## config.mk

```make
export PLATFORM = sky130hd
export DESIGN_NAME = pio_dual
export DESIGN_NICKNAME = d
export VERILOG_FILES = /design/src/rtl/pio_pkg.sv /design/src/rtl/pio_ctrl.sv /design/src/rtl/pio_sync.sv /design/src/rtl/pio_datapath.sv /design/src/rtl/pio_dual.sv
export SDC_FILE = /design/constraint.sdc
export NUM_CORES = 1
export LEC_CHECK = 0
export ABC_AREA = 1
export ABC_CLOCK_PERIOD_IN_PS = 2400
export BUFFER_PORTS_ARGS = -buffer_cell sky130_fd_sc_hd__buf_2
export CAP_MARGIN = 20
export CORE_MARGIN = 5
export CORE_UTILIZATION = 54
export DETAILED_ROUTE_END_ITERATION = 7
export PLACE_DENSITY = 0.95
export SYNTH_ARGS = -nofsm -noshare
export SYNTH_HDL_FRONTEND = slang
export SYNTH_SLANG_ARGS = --single-unit
```

## constraint.sdc

```tcl
create_clock -name clk -period 2.4 [get_ports clk]
set_clock_uncertainty 0.05 [all_clocks]
set_input_delay 0.48 -clock clk [delete_from_list [all_inputs] [get_ports clk]]
set_output_delay 0.48 -clock clk [all_outputs]
set_load 0.02 [all_outputs]
```

## src/rtl/pio_pkg.sv

```systemverilog
package pio_pkg;

  // Register offsets within one instance; software depends on these.
  localparam int unsigned REG_DATA_A = 0;
  localparam int unsigned REG_DATA_B = 1;
  localparam int unsigned REG_DIR_A  = 2;
  localparam int unsigned REG_DIR_B  = 3;

  typedef enum logic [2:0] {
    RD_NONE,
    RD_DATA_A,
    RD_DATA_B,
    RD_DIR_A,
    RD_DIR_B
  } rdSel_e;

  // Strobes from the control decoder to the datapath.
  typedef struct packed {
    logic   wrDataA;
    logic   wrDataB;
    logic   wrDirA;
    logic   wrDirB;
    rdSel_e rdSel;
  } pioStrobe_t;

endpackage

```

## src/rtl/pio_ctrl.sv

```systemverilog
module pio_ctrl
  import pio_pkg::*;
#(
  parameter int REG_AW = 4
) (
  input  logic              ceN,
  input  logic              busWr,
  input  logic              busRd,
  input  logic [REG_AW-1:0] regAddr,
  output pioStrobe_t        strobe
);

  logic wrEn;
  logic rdEn;

  assign wrEn = !ceN && busWr;
  assign rdEn = !ceN && busRd;

  always_comb begin
    strobe = '{wrDataA: 1'b0, wrDataB: 1'b0, wrDirA: 1'b0, wrDirB: 1'b0, rdSel: RD_NONE};
    if (regAddr == REG_AW'(REG_DATA_A)) begin
      strobe.wrDataA = wrEn;
      if (rdEn) strobe.rdSel = RD_DATA_A;
    end else if (regAddr == REG_AW'(REG_DATA_B)) begin
      strobe.wrDataB = wrEn;
      if (rdEn) strobe.rdSel = RD_DATA_B;
    end else if (regAddr == REG_AW'(REG_DIR_A)) begin
      strobe.wrDirA = wrEn;
      if (rdEn) strobe.rdSel = RD_DIR_A;
    end else if (regAddr == REG_AW'(REG_DIR_B)) begin
      strobe.wrDirB = wrEn;
      if (rdEn) strobe.rdSel = RD_DIR_B;
    end
    // Offsets 4 and above: no strobe, so the read falls through to RD_NONE (zero).
  end

endmodule

```

## src/rtl/pio_sync.sv

```systemverilog
module pio_sync #(
  parameter int WIDTH  = 8,
  parameter int STAGES = 2
) (
  input  logic             clk,
  input  logic             rstN,
  input  logic [WIDTH-1:0] din,
  output logic [WIDTH-1:0] dout
);

  logic [WIDTH-1:0] stageQ [STAGES];

  // Reset to all ones: the idle, pulled-up pin level.
  always_ff @(posedge clk) begin
    if (!rstN) stageQ[0] <= '1;
    else       stageQ[0] <= din;
  end

  for (genvar s = 1; s < STAGES; s++) begin : g_stage
    always_ff @(posedge clk) begin
      if (!rstN) stageQ[s] <= '1;
      else       stageQ[s] <= stageQ[s-1];
    end
  end

  assign dout = stageQ[STAGES-1];

endmodule

```

## src/rtl/pio_datapath.sv

```systemverilog
module pio_datapath
  import pio_pkg::*;
#(
  parameter int DATA_W      = 8,
  parameter int SYNC_STAGES = 2
) (
  input  logic              clk,
  input  logic              rstN,
  input  pioStrobe_t        strobe,
  input  logic [DATA_W-1:0] wrData,
  input  logic [DATA_W-1:0] extValA,
  input  logic [DATA_W-1:0] extDrvA,
  input  logic [DATA_W-1:0] extValB,
  input  logic [DATA_W-1:0] extDrvB,
  output logic [DATA_W-1:0] outA,
  output logic [DATA_W-1:0] oeA,
  output logic [DATA_W-1:0] outB,
  output logic [DATA_W-1:0] oeB,
  output logic [DATA_W-1:0] rdData
);

  logic [DATA_W-1:0] dataAQ, dataBQ, dirAQ, dirBQ;
  logic [DATA_W-1:0] padA, padB;
  logic [DATA_W-1:0] syncA, syncB;

  always_ff @(posedge clk) begin
    if (!rstN) begin
      dataAQ <= '0;
      dataBQ <= '0;
      dirAQ  <= '0;
      dirBQ  <= '0;
    end else begin
      if (strobe.wrDataA) dataAQ <= wrData;
      if (strobe.wrDataB) dataBQ <= wrData;
      if (strobe.wrDirA)  dirAQ  <= wrData;
      if (strobe.wrDirB)  dirBQ  <= wrData;
    end
  end

  // An undriven pin floats high through the weak pull-up.
  assign padA = (extValA & extDrvA) | ~extDrvA;
  assign padB = (extValB & extDrvB) | ~extDrvB;

  pio_sync #(.WIDTH(DATA_W), .STAGES(SYNC_STAGES)) u_syncA (
    .clk (clk), .rstN(rstN), .din(padA), .dout(syncA)
  );
  pio_sync #(.WIDTH(DATA_W), .STAGES(SYNC_STAGES)) u_syncB (
    .clk (clk), .rstN(rstN), .din(padB), .dout(syncB)
  );

  assign outA = dataAQ;
  assign oeA  = dirAQ;
  assign outB = dataBQ;
  assign oeB  = dirBQ;

  always_comb begin
    unique case (strobe.rdSel)
      RD_DATA_A: rdData = (dataAQ & dirAQ) | (syncA & ~dirAQ);
      RD_DATA_B: rdData = (dataBQ & dirBQ) | (syncB & ~dirBQ);
      RD_DIR_A:  rdData = dirAQ;
      RD_DIR_B:  rdData = dirBQ;
      default:   rdData = '0;
    endcase
  end

endmodule

```

## src/rtl/pio_dual.sv

```systemverilog
module pio_dual
  import pio_pkg::*;
#(
  parameter int ADDR_W      = 16,
  parameter int DATA_W      = 8,
  parameter int REG_AW      = 4,
  parameter int PAGE_LSB    = 8,
  parameter int NUM_INST    = 2,
  parameter int BASE_PAGE   = 'hDC,
  parameter int SYNC_STAGES = 2
) (
  input  logic                       clk,
  input  logic                       rstN,
  input  logic                       busSelN,
  input  logic [ADDR_W-1:0]          busAddr,
  input  logic                       busWr,
  input  logic                       busRd,
  input  logic [DATA_W-1:0]          busWrData,
  output logic [DATA_W-1:0]          busRdData,
  output logic [NUM_INST*DATA_W-1:0] paOut,
  output logic [NUM_INST*DATA_W-1:0] paOe,
  input  logic [NUM_INST*DATA_W-1:0] paExtVal,
  input  logic [NUM_INST*DATA_W-1:0] paExtDrv,
  output logic [NUM_INST*DATA_W-1:0] pbOut,
  output logic [NUM_INST*DATA_W-1:0] pbOe,
  input  logic [NUM_INST*DATA_W-1:0] pbExtVal,
  input  logic [NUM_INST*DATA_W-1:0] pbExtDrv
);

  localparam int PAGE_W = ADDR_W - PAGE_LSB;

  logic [PAGE_W-1:0] page;
  logic [REG_AW-1:0] regAddr;
  logic [NUM_INST-1:0] ceN;
  logic [DATA_W-1:0] instRd [NUM_INST];

  assign page    = busAddr[ADDR_W-1:PAGE_LSB];
  assign regAddr = busAddr[REG_AW-1:0];   // bits between REG_AW and PAGE_LSB are not decoded

  for (genvar i = 0; i < NUM_INST; i++) begin : g_inst
    pioStrobe_t strobe;

    assign ceN[i] = busSelN || (page != PAGE_W'(BASE_PAGE + i));

    pio_ctrl #(.REG_AW(REG_AW)) u_ctrl (
      .ceN    (ceN[i]),
      .busWr  (busWr),
      .busRd  (busRd),
      .regAddr(regAddr),
      .strobe (strobe)
    );

    pio_datapath #(.DATA_W(DATA_W), .SYNC_STAGES(SYNC_STAGES)) u_dp (
      .clk    (clk),
      .rstN   (rstN),
      .strobe (strobe),
      .wrData (busWrData),
      .extValA(paExtVal[i*DATA_W +: DATA_W]),
      .extDrvA(paExtDrv[i*DATA_W +: DATA_W]),
      .extValB(pbExtVal[i*DATA_W +: DATA_W]),
      .extDrvB(pbExtDrv[i*DATA_W +: DATA_W]),
      .outA   (paOut[i*DATA_W +: DATA_W]),
      .oeA    (paOe[i*DATA_W +: DATA_W]),
      .outB   (pbOut[i*DATA_W +: DATA_W]),
      .oeB    (pbOe[i*DATA_W +: DATA_W]),
      .rdData (instRd[i])
    );
  end

  // Unselected instances return zero, so an OR merges them.
  always_comb begin
    busRdData = '0;
    for (int i = 0; i < NUM_INST; i++) busRdData = busRdData | instRd[i];
  end

endmodule

```

==> impl_metrics.csv, run 1 <==
group,metric,value,unit
logic_synthesis,synth-seq-cells,128,
clock_tree,clock_insertion_delay_worst_skew,0.51,ns
floorplanning,ioPinCount,165,
placed_design,place_ws,0.149,ns
run_status,status,"finished clean",
critical_path,crit_buf_inv,1,
clock_tree,cts_hold_buf,0,
clock_tree,cts_buffer_depth,2,
clock_tree,numCtsBuffers,17,
critical_path,r2r-start,"g_inst[1].u_dp.oeA[6]",
clock_tree,cts_sinks,128,
layout,fin_nets,875,
logic_synthesis,yosysSeqAreaShare,50.1,%
global_route,grt_max_degree,85,
critical_path,critPathLaunchType,"flip-flop",
placed_design,routabilityCongestion,0.891,
logic_synthesis,ys_warn_count,0,
drt,dr.pass1.iters,7,
worst_hold_path,worst_hold_path_type,"input port to flip-flop",
logic_synthesis,ys_top_cells_by_count,"nor2_1 (155), dfxtp_1 (128), nand3_1 (68)",
layout,finalInstanceArea,6730,um^2
logic_synthesis,postSynthCellCount,621,
logic_synthesis,ys.flop_type,"dfxtp_1",
critical_path,cp_slowest_cell,"dfxtp_1",
global_route,grt_pass1_vias,4847,
critical_path,reg2reg_to,"g_inst[1].u_dp.oeA[6]",
timing,slew_violations,0,
logic_synthesis,ys_types,18,
worst_hold_path,hold_depth,2,
logic_synthesis,synth_top_area_share,50.1,%
timing,slew-limit-headroom,76.6,%
logic_synthesis,synth_area_leaders,"dfxtp_1 (50%), nor2_1 (11%), mux2_2 (7.0%)",
drt,totalWireLength,15800,um
drt,vias,5072,
critical_path,rr_worst_depth,2,
drt,drc,0,
run,cap_viol_max_count,0,
placed_design,hpwl,10400,um
timing,worst_pin_slew,0.351,ns
drt,drtIter0Drc,476,
global_route,grt_usage,27.6,%
critical_path,crit_path_max_fanout,4,
floorplanning,initial_core_util,55.4,%
timing,layout_min_cycle_time,2.32,ns
critical_path,path_class,"flip-flop to output port",
worst_hold_path,hold_path_end,"g_inst[1].u_dp.u_syncB.stageQ[0][6]",
layout,fill_cells,637,
global_route,grt.overflow.total,0,
placed_design,placedInstanceArea,6110,um^2
critical_path,path_delay_family,"simple AND/OR/NAND/NOR gates",
floorplanning,die_x,107,um
layout,area_delta_synth_final,31.5,%
drt,detail_route.wl_per_cell,17.1,um
critical_path,r2r_slack,1.49,ns
logic_synthesis,synth_nets,714,
logic_synthesis,synth.most_common_cell,"nor2_1",
drt,antenna_left,0,
power,vdd_ir_drop_max,0.571,mV
placed_design,port_buffers,160,
worst_hold_path,min_from,"pbExtDrv[14]",
clock_tree,cts.htree.levels,4,
layout,antenna_cells,0,
timing,rsz0062_at_grt,"yes",
layout,layout-drive-gt1-share,39.6,%
power,leakage,3.20,nW
power,power,0.00494,W
critical_path,max_stage_delay,0.38,ns
critical_path,cp.depth,6,
power,power_density,734,nW/um^2
logic_synthesis,async_reset_ff_share,0,%
logic_synthesis,avgSynthCellArea,8.24,um^2
global_route,antenna_found_initial,0,
layout,final_util,72.9,%
critical_path,critPathArrivalTime,1.79,ns
global_route,grt_pass1_wl,24600,um
floorplanning,core_area,9240,um^2
clock_tree,cts_tree,"built",
critical_path,cp_cell_sequence,"mux2_2, nand3_1, nand2_1, nor2_2, nand2_1, buf_2",
timing,finalCritPeriodShare,96.7,%
critical_path,cp.required,1.87,ns
drt,avgViaCountPerCell,5.49,
floorplanning,die-area,11500,um^2
critical_path,cp-end-kind,"output port",
clock_tree,path_clk_slew,0.06,ns
floorplanning,fp-row-count,35,
floorplanning,die_height,107,um
timing,max_freq,0.431,GHz
critical_path,crit_top_cell,"nand2_1",
timing,finalSetupViolations,0,
timing,timing_hold_violations_final,0,
logic_synthesis,yosys.area.top_type,"dfxtp_1",
logic_synthesis,syn_area,5120,um^2
clock_tree,cts-root-buf,"clkbuf_8",
timing,setup_ws,0.0787,ns
logic_synthesis,synth_edf_count,0,
## per-stage QoR
step / hold slack (ns) / std cells / setup TNS [ns]
after floorplan: 0.343 / 621 / 0
after global placement: 0.344 / 892 / 0
after detailed placement: 0.349 / 892 / 0
after CTS: 0.0585 / 924 / 0
after global routing: 0.0529 / 924 / -0.0179
final: 0.0716 / 924 / 0
## cell type report
class	count	area (um^2)	share of cell area [%]
clock buffer	19	432	6.41
clock inverter	13	163	2.42
inverter	19	71.3	1.06
multi-input combinational	443	2360	35.1
sequential	128	2580	38.3
tap	129	161	2.40
timing repair buffer	173	961	14.3
## per-layer routing
| metal | global-route usage, % | vias to the layer above | share of wire [%] |
|---|---|---|---|
| li1 | - | 2358 | - |
| met1 | 33.6 | 2303 | 37 |
| met2 | 45.8 | 343 | 47 |
| met3 | 8.04 | 68 | 11 |
| met4 | 11.1 | 0 | 4.1 |
| met5 | 0 | - | 0 |
## sequential cells by signal, summed over array words and instances (netlist names)
register,count
g_inst.u_dp.u_syncA.stageQ,32
g_inst.u_dp.outB,16
g_inst.u_dp.outA,16
g_inst.u_dp.oeB,16
g_inst.u_dp.oeA,16
g_inst.u_dp.u_syncB.stageQ,32
## cells in the final DEF (no fill, tap or decap), drive strengths merged, types with 19 or more instances in the layout
| master | Yosys | layout |
|---|---|---|
| buf | 18 | 173 |
| clkbuf | 13 | 19 |
| dfxtp | 128 | 128 |
| inv | 19 | 20 |
| mux2 | 32 | 32 |
| nand2 | 52 | 52 |
| nand3 | 68 | 68 |
| nand3b | 23 | 23 |
| nor2 | 168 | 168 |
| o21ai | 64 | 64 |
| or2 | 32 | 32 |
## worst register-to-register path: stages (launching register included)
cell	delay [ns]
dfxtp_2	0.34
o21ai_0	0.28
nor2_1	0.11
## worst max path at each step
stage,from,endpoint,slack [ns]
finish,g_inst[1].u_dp.oeB[4],busRdData[4],0.08
detailed placement,busAddr[11],busRdData[4],0.15
global route,busAddr[13],busRdData[2],-0.02
floorplan,busAddr[3],busRdData[6],0.36
global placement,busAddr[11],busRdData[2],0.18
CTS,g_inst[0].u_dp.oeB[0],busRdData[0],0.02
## cell families (layout without fill, tap and decap cells)
| group | count (synthesis) | after routing | synth area share [%] |
|---|---|---|---|
| AOI/OAI and AO/OA | 64 | 64 | 6.26 |
| buffers and inverters | 50 | 224 | 4.01 |
| DFF | 128 | 128 | 50.1 |
| muxes | 32 | 32 | 7.04 |
| and+or+nand+nor | 347 | 347 | 32.6 |
## repair_timing
item | in CTS | in global routing
resized for setup | 0 | 18
endpoints found under the setup margin | 0 | 6
buffers inserted | 0 | 0
## power breakdown
group          internal (W)  switching [W]  total [W]
Combinational      0.000100       0.000112   0.000212
Sequential          0.00216     0.00000918    0.00217
Clock               0.00161       0.000947    0.00256
Total               0.00387        0.00107    0.00494
(Power assumes the default switching activity.)
==> inputs of run 2 (changes only) <==
--- a/config.mk
+++ b/config.mk
@@ -10,6 +10,8 @@
 export BUFFER_PORTS_ARGS = -buffer_cell sky130_fd_sc_hd__buf_2
 export CAP_MARGIN = 20
+export CELL_PAD_IN_SITES_DETAIL_PLACEMENT = 0
+export CELL_PAD_IN_SITES_GLOBAL_PLACEMENT = 1
 export CORE_MARGIN = 5
-export CORE_UTILIZATION = 54
+export CORE_UTILIZATION = 39
 export DETAILED_ROUTE_END_ITERATION = 7
 export PLACE_DENSITY = 0.95
==> constraint.sdc (replaced) <==
create_clock -name clk -period 2.4 [get_ports clk]
set_clock_uncertainty 0.05 [all_clocks]
set_input_delay 0.12 -clock clk [delete_from_list [all_inputs] [get_ports clk]]
set_output_delay 0.12 -clock clk [all_outputs]
set_load 0.02 [all_outputs]
==> run 2 against run 1 <==
  * Clock power is 2% higher
  * Utilization is 15 points lower
  * Non-clock buffer count up 63
  * Register-to-register slack better by 0.10 ns
  * Critical path depth stayed put
  * Via count down 1.7%
  * Setup slack improved by 0.40 ns
  * Flip-flop and latch count did not move
  * Global-route usage decreased by 6.5 points
  * Critical endpoint is now busRdData[2]
  * Largest cell class unchanged
  * Largest power group unchanged
==> impl_metrics.csv, run 2 (synthesized netlist as in run 1, its figures left out) <==
group,metric,value,unit
run_status,status,"finished clean",
timing,rsz0062_at_grt,"no",
drt,avgViaCountPerCell,4.85,
placed_design,dp.cells,932,
clock_tree,cts_buffer_depth,2,
critical_path,path_delay_family,"simple AND/OR/NAND/NOR gates",
timing,finalCritPeriodShare,80.0,%
power,leakage,3.38,nW
power,comb_power_share,5.6,%
clock_tree,cts_setup_buffers,0,
placed_design,routabilityCongestion,0.822,
floorplanning,fp-row-count,41,
drt,dr.pass1.iters,5,
power,power_density,688,nW/um^2
floorplanning,ioPinCount,165,
worst_hold_path,worst_hold_path_type,"input port to flip-flop",
critical_path,critPathLaunchType,"flip-flop",
global_route,grt_pass1_wl,26100,um
timing,max_freq,0.521,GHz
power,p_seq_share,42.9,%
clock_tree,path_clk_slew,0.06,ns
run,cap_viol_max_count,0,
power,p_switching,0.00108,W
power,p_int,0.00397,W
global_route,grt.overflow.total,0,
timing,layout_min_cycle_time,1.92,ns
critical_path,critPathArrivalTime,1.75,ns
layout,area_delta_synth_final,43.8,%
layout,antenna_cells,0,
layout,seq_area,2560,um^2
clock_tree,cts_tree,"built",
timing,tns,0,ns
critical_path,cp_slowest_cell,"dfxtp_1",
clock_tree,cts-root-buf,"clkbuf_16",
timing,slew_violations,0,
floorplanning,die-area,15500,um^2
floorplanning,initial_core_util,40.2,%
clock_tree,numCtsBuffers,17,
power,swShare,21.4,%
clock_tree,cts.htree.levels,4,
timing,worst_pin_slew,0.832,ns
layout,reg_top3,"g_inst.u_dp.u_syncA.stageQ x32, g_inst.u_dp.u_syncB.stageQ x32",
global_route,antenna_found_initial,0,
layout,final_util,57.8,%
timing,timing_hold_violations_final,0,
drt,detail_route.wl_per_cell,16.0,um
layout,fill_cells,1152,
placed_design,hpwl,10600,um
critical_path,path_class,"flip-flop to output port",
placed_design,port_buffers,160,
drt,antenna_left,0,
layout,fin_nets,938,
drt,totalWireLength,16500,um
layout,layout_common_cells,"buf_2 (160), nor2_1 (155), dfxtp_1 (128)",
critical_path,cp-end-kind,"output port",
global_route,grt_pass1_vias,5105,
drt,drc,0,
critical_path,max_stage_delay,0.39,ns
floorplanning,die_x,125,um
global_route,grt_max_degree,88,
critical_path,cp.required,2.23,ns
layout,multi_input_area,2350,um^2
global_route,grt_usage,21.1,%
timing,finalSetupViolations,0,
power,vdd_ir_drop_max,0.399,mV
critical_path,crit_top_cell,"nand2_1",
critical_path,cp_cell_sequence,"mux2_2, nand3_1, nand2_1, nor2_1, nand2_1, buf_2",
critical_path,crit_buf_inv,1,
critical_path,crit_path_max_fanout,4,
power,clockPowerShare,51.5,%
floorplanning,core_area,12700,um^2
layout,fin_cells,1029,
clock_tree,clock_insertion_delay_worst_skew,0.41,ns
clock_tree,cts_sinks,128,
floorplanning,die_height,125,um
layout,final_common_cell,"buf_2",
drt,vias,4986,
layout,layout-drive-gt1-share,34.5,%
timing,slew-limit-headroom,44.6,%
drt,drtIter0Drc,334,
## run 2: final timing paths
| path | startpoint | end | slack, ns | cells after the start |
|---|---|---|---|---|
| setup / recovery | g_inst[0].u_dp.oeA[2] | busRdData[2] | 0.48 | 6 |
| hold / removal | busWrData[0] | g_inst[0].u_dp.oeB[0] | 0.03 | 3 |
| setup reg to reg | g_inst[0].u_dp.oeA[2] | g_inst[0].u_dp.oeA[2] | 1.59 | 2 |
| hold reg to reg | g_inst[1].u_dp.u_syncB.stageQ[0][2] | g_inst[1].u_dp.u_syncB.stageQ[1][2] | 0.36 | 1 |
## run 2: repair_timing
action / 4_1_cts / 5_1_grt
hold endpoints to repair: 33 / 0
resized for setup: 0 / 0
hold buffers: 65 / 0
## run 2: layout make-up
type                    count  area share [%]
inverters                  19           0.969
clock inverters            13            2.24
clock buffers              18            5.97
well taps                 172            2.93
multi-input cells         443            31.9
flip-flops and latches    128            34.8
repair buffers            236            21.1
## run 2: worst register-to-register path: cells and delay by family (launching register included)
kind,cells,cell delay (ns)
AO/OA/AOI/OAI,1,0.23
AND/OR/NAND/NOR,1,0.07
flip-flops,1,0.35
## run 2: power groups by stage
stage / registers (W) / clock network [W] / logic (W)
finish: 0.00217 / 0.00260 / 0.000285
global route: 0.00217 / 0.00272 / 0.000309
CTS: 0.00217 / 0.00263 / 0.000270
detailed placement: 0.00222 / 0 / 0.000201
global placement: 0.00222 / 0 / 0.000199
floorplan: 0.00221 / 0 / 0.000101
## run 2: per-layer routing
metal / track usage, % / routed length [um] / share of wire [%]
met5: 0 / 0 / 0
met3: 6.13 / 1370 / 8.3
met1: 25.8 / 6820 / 41
met2: 35.5 / 8010 / 49
met4: 7.03 / 263 / 1.6
## run 2: metrics by stage
step | area, um^2 | worst slack (ns) | power (W) | hold WS, ns
final | 7360 | 0.481 | 0.00506 | 0.0308
after global routing | 7360 | 0.404 | 0.00521 | 0.0365
after CTS | 7330 | 0.465 | 0.00507 | 0.0111
after detailed placement | 6070 | 0.700 | 0.00242 | 0.240
after global placement | 6070 | 0.695 | 0.00241 | 0.239
after floorplan | 5120 | 1.07 | 0.00231 | 0.139
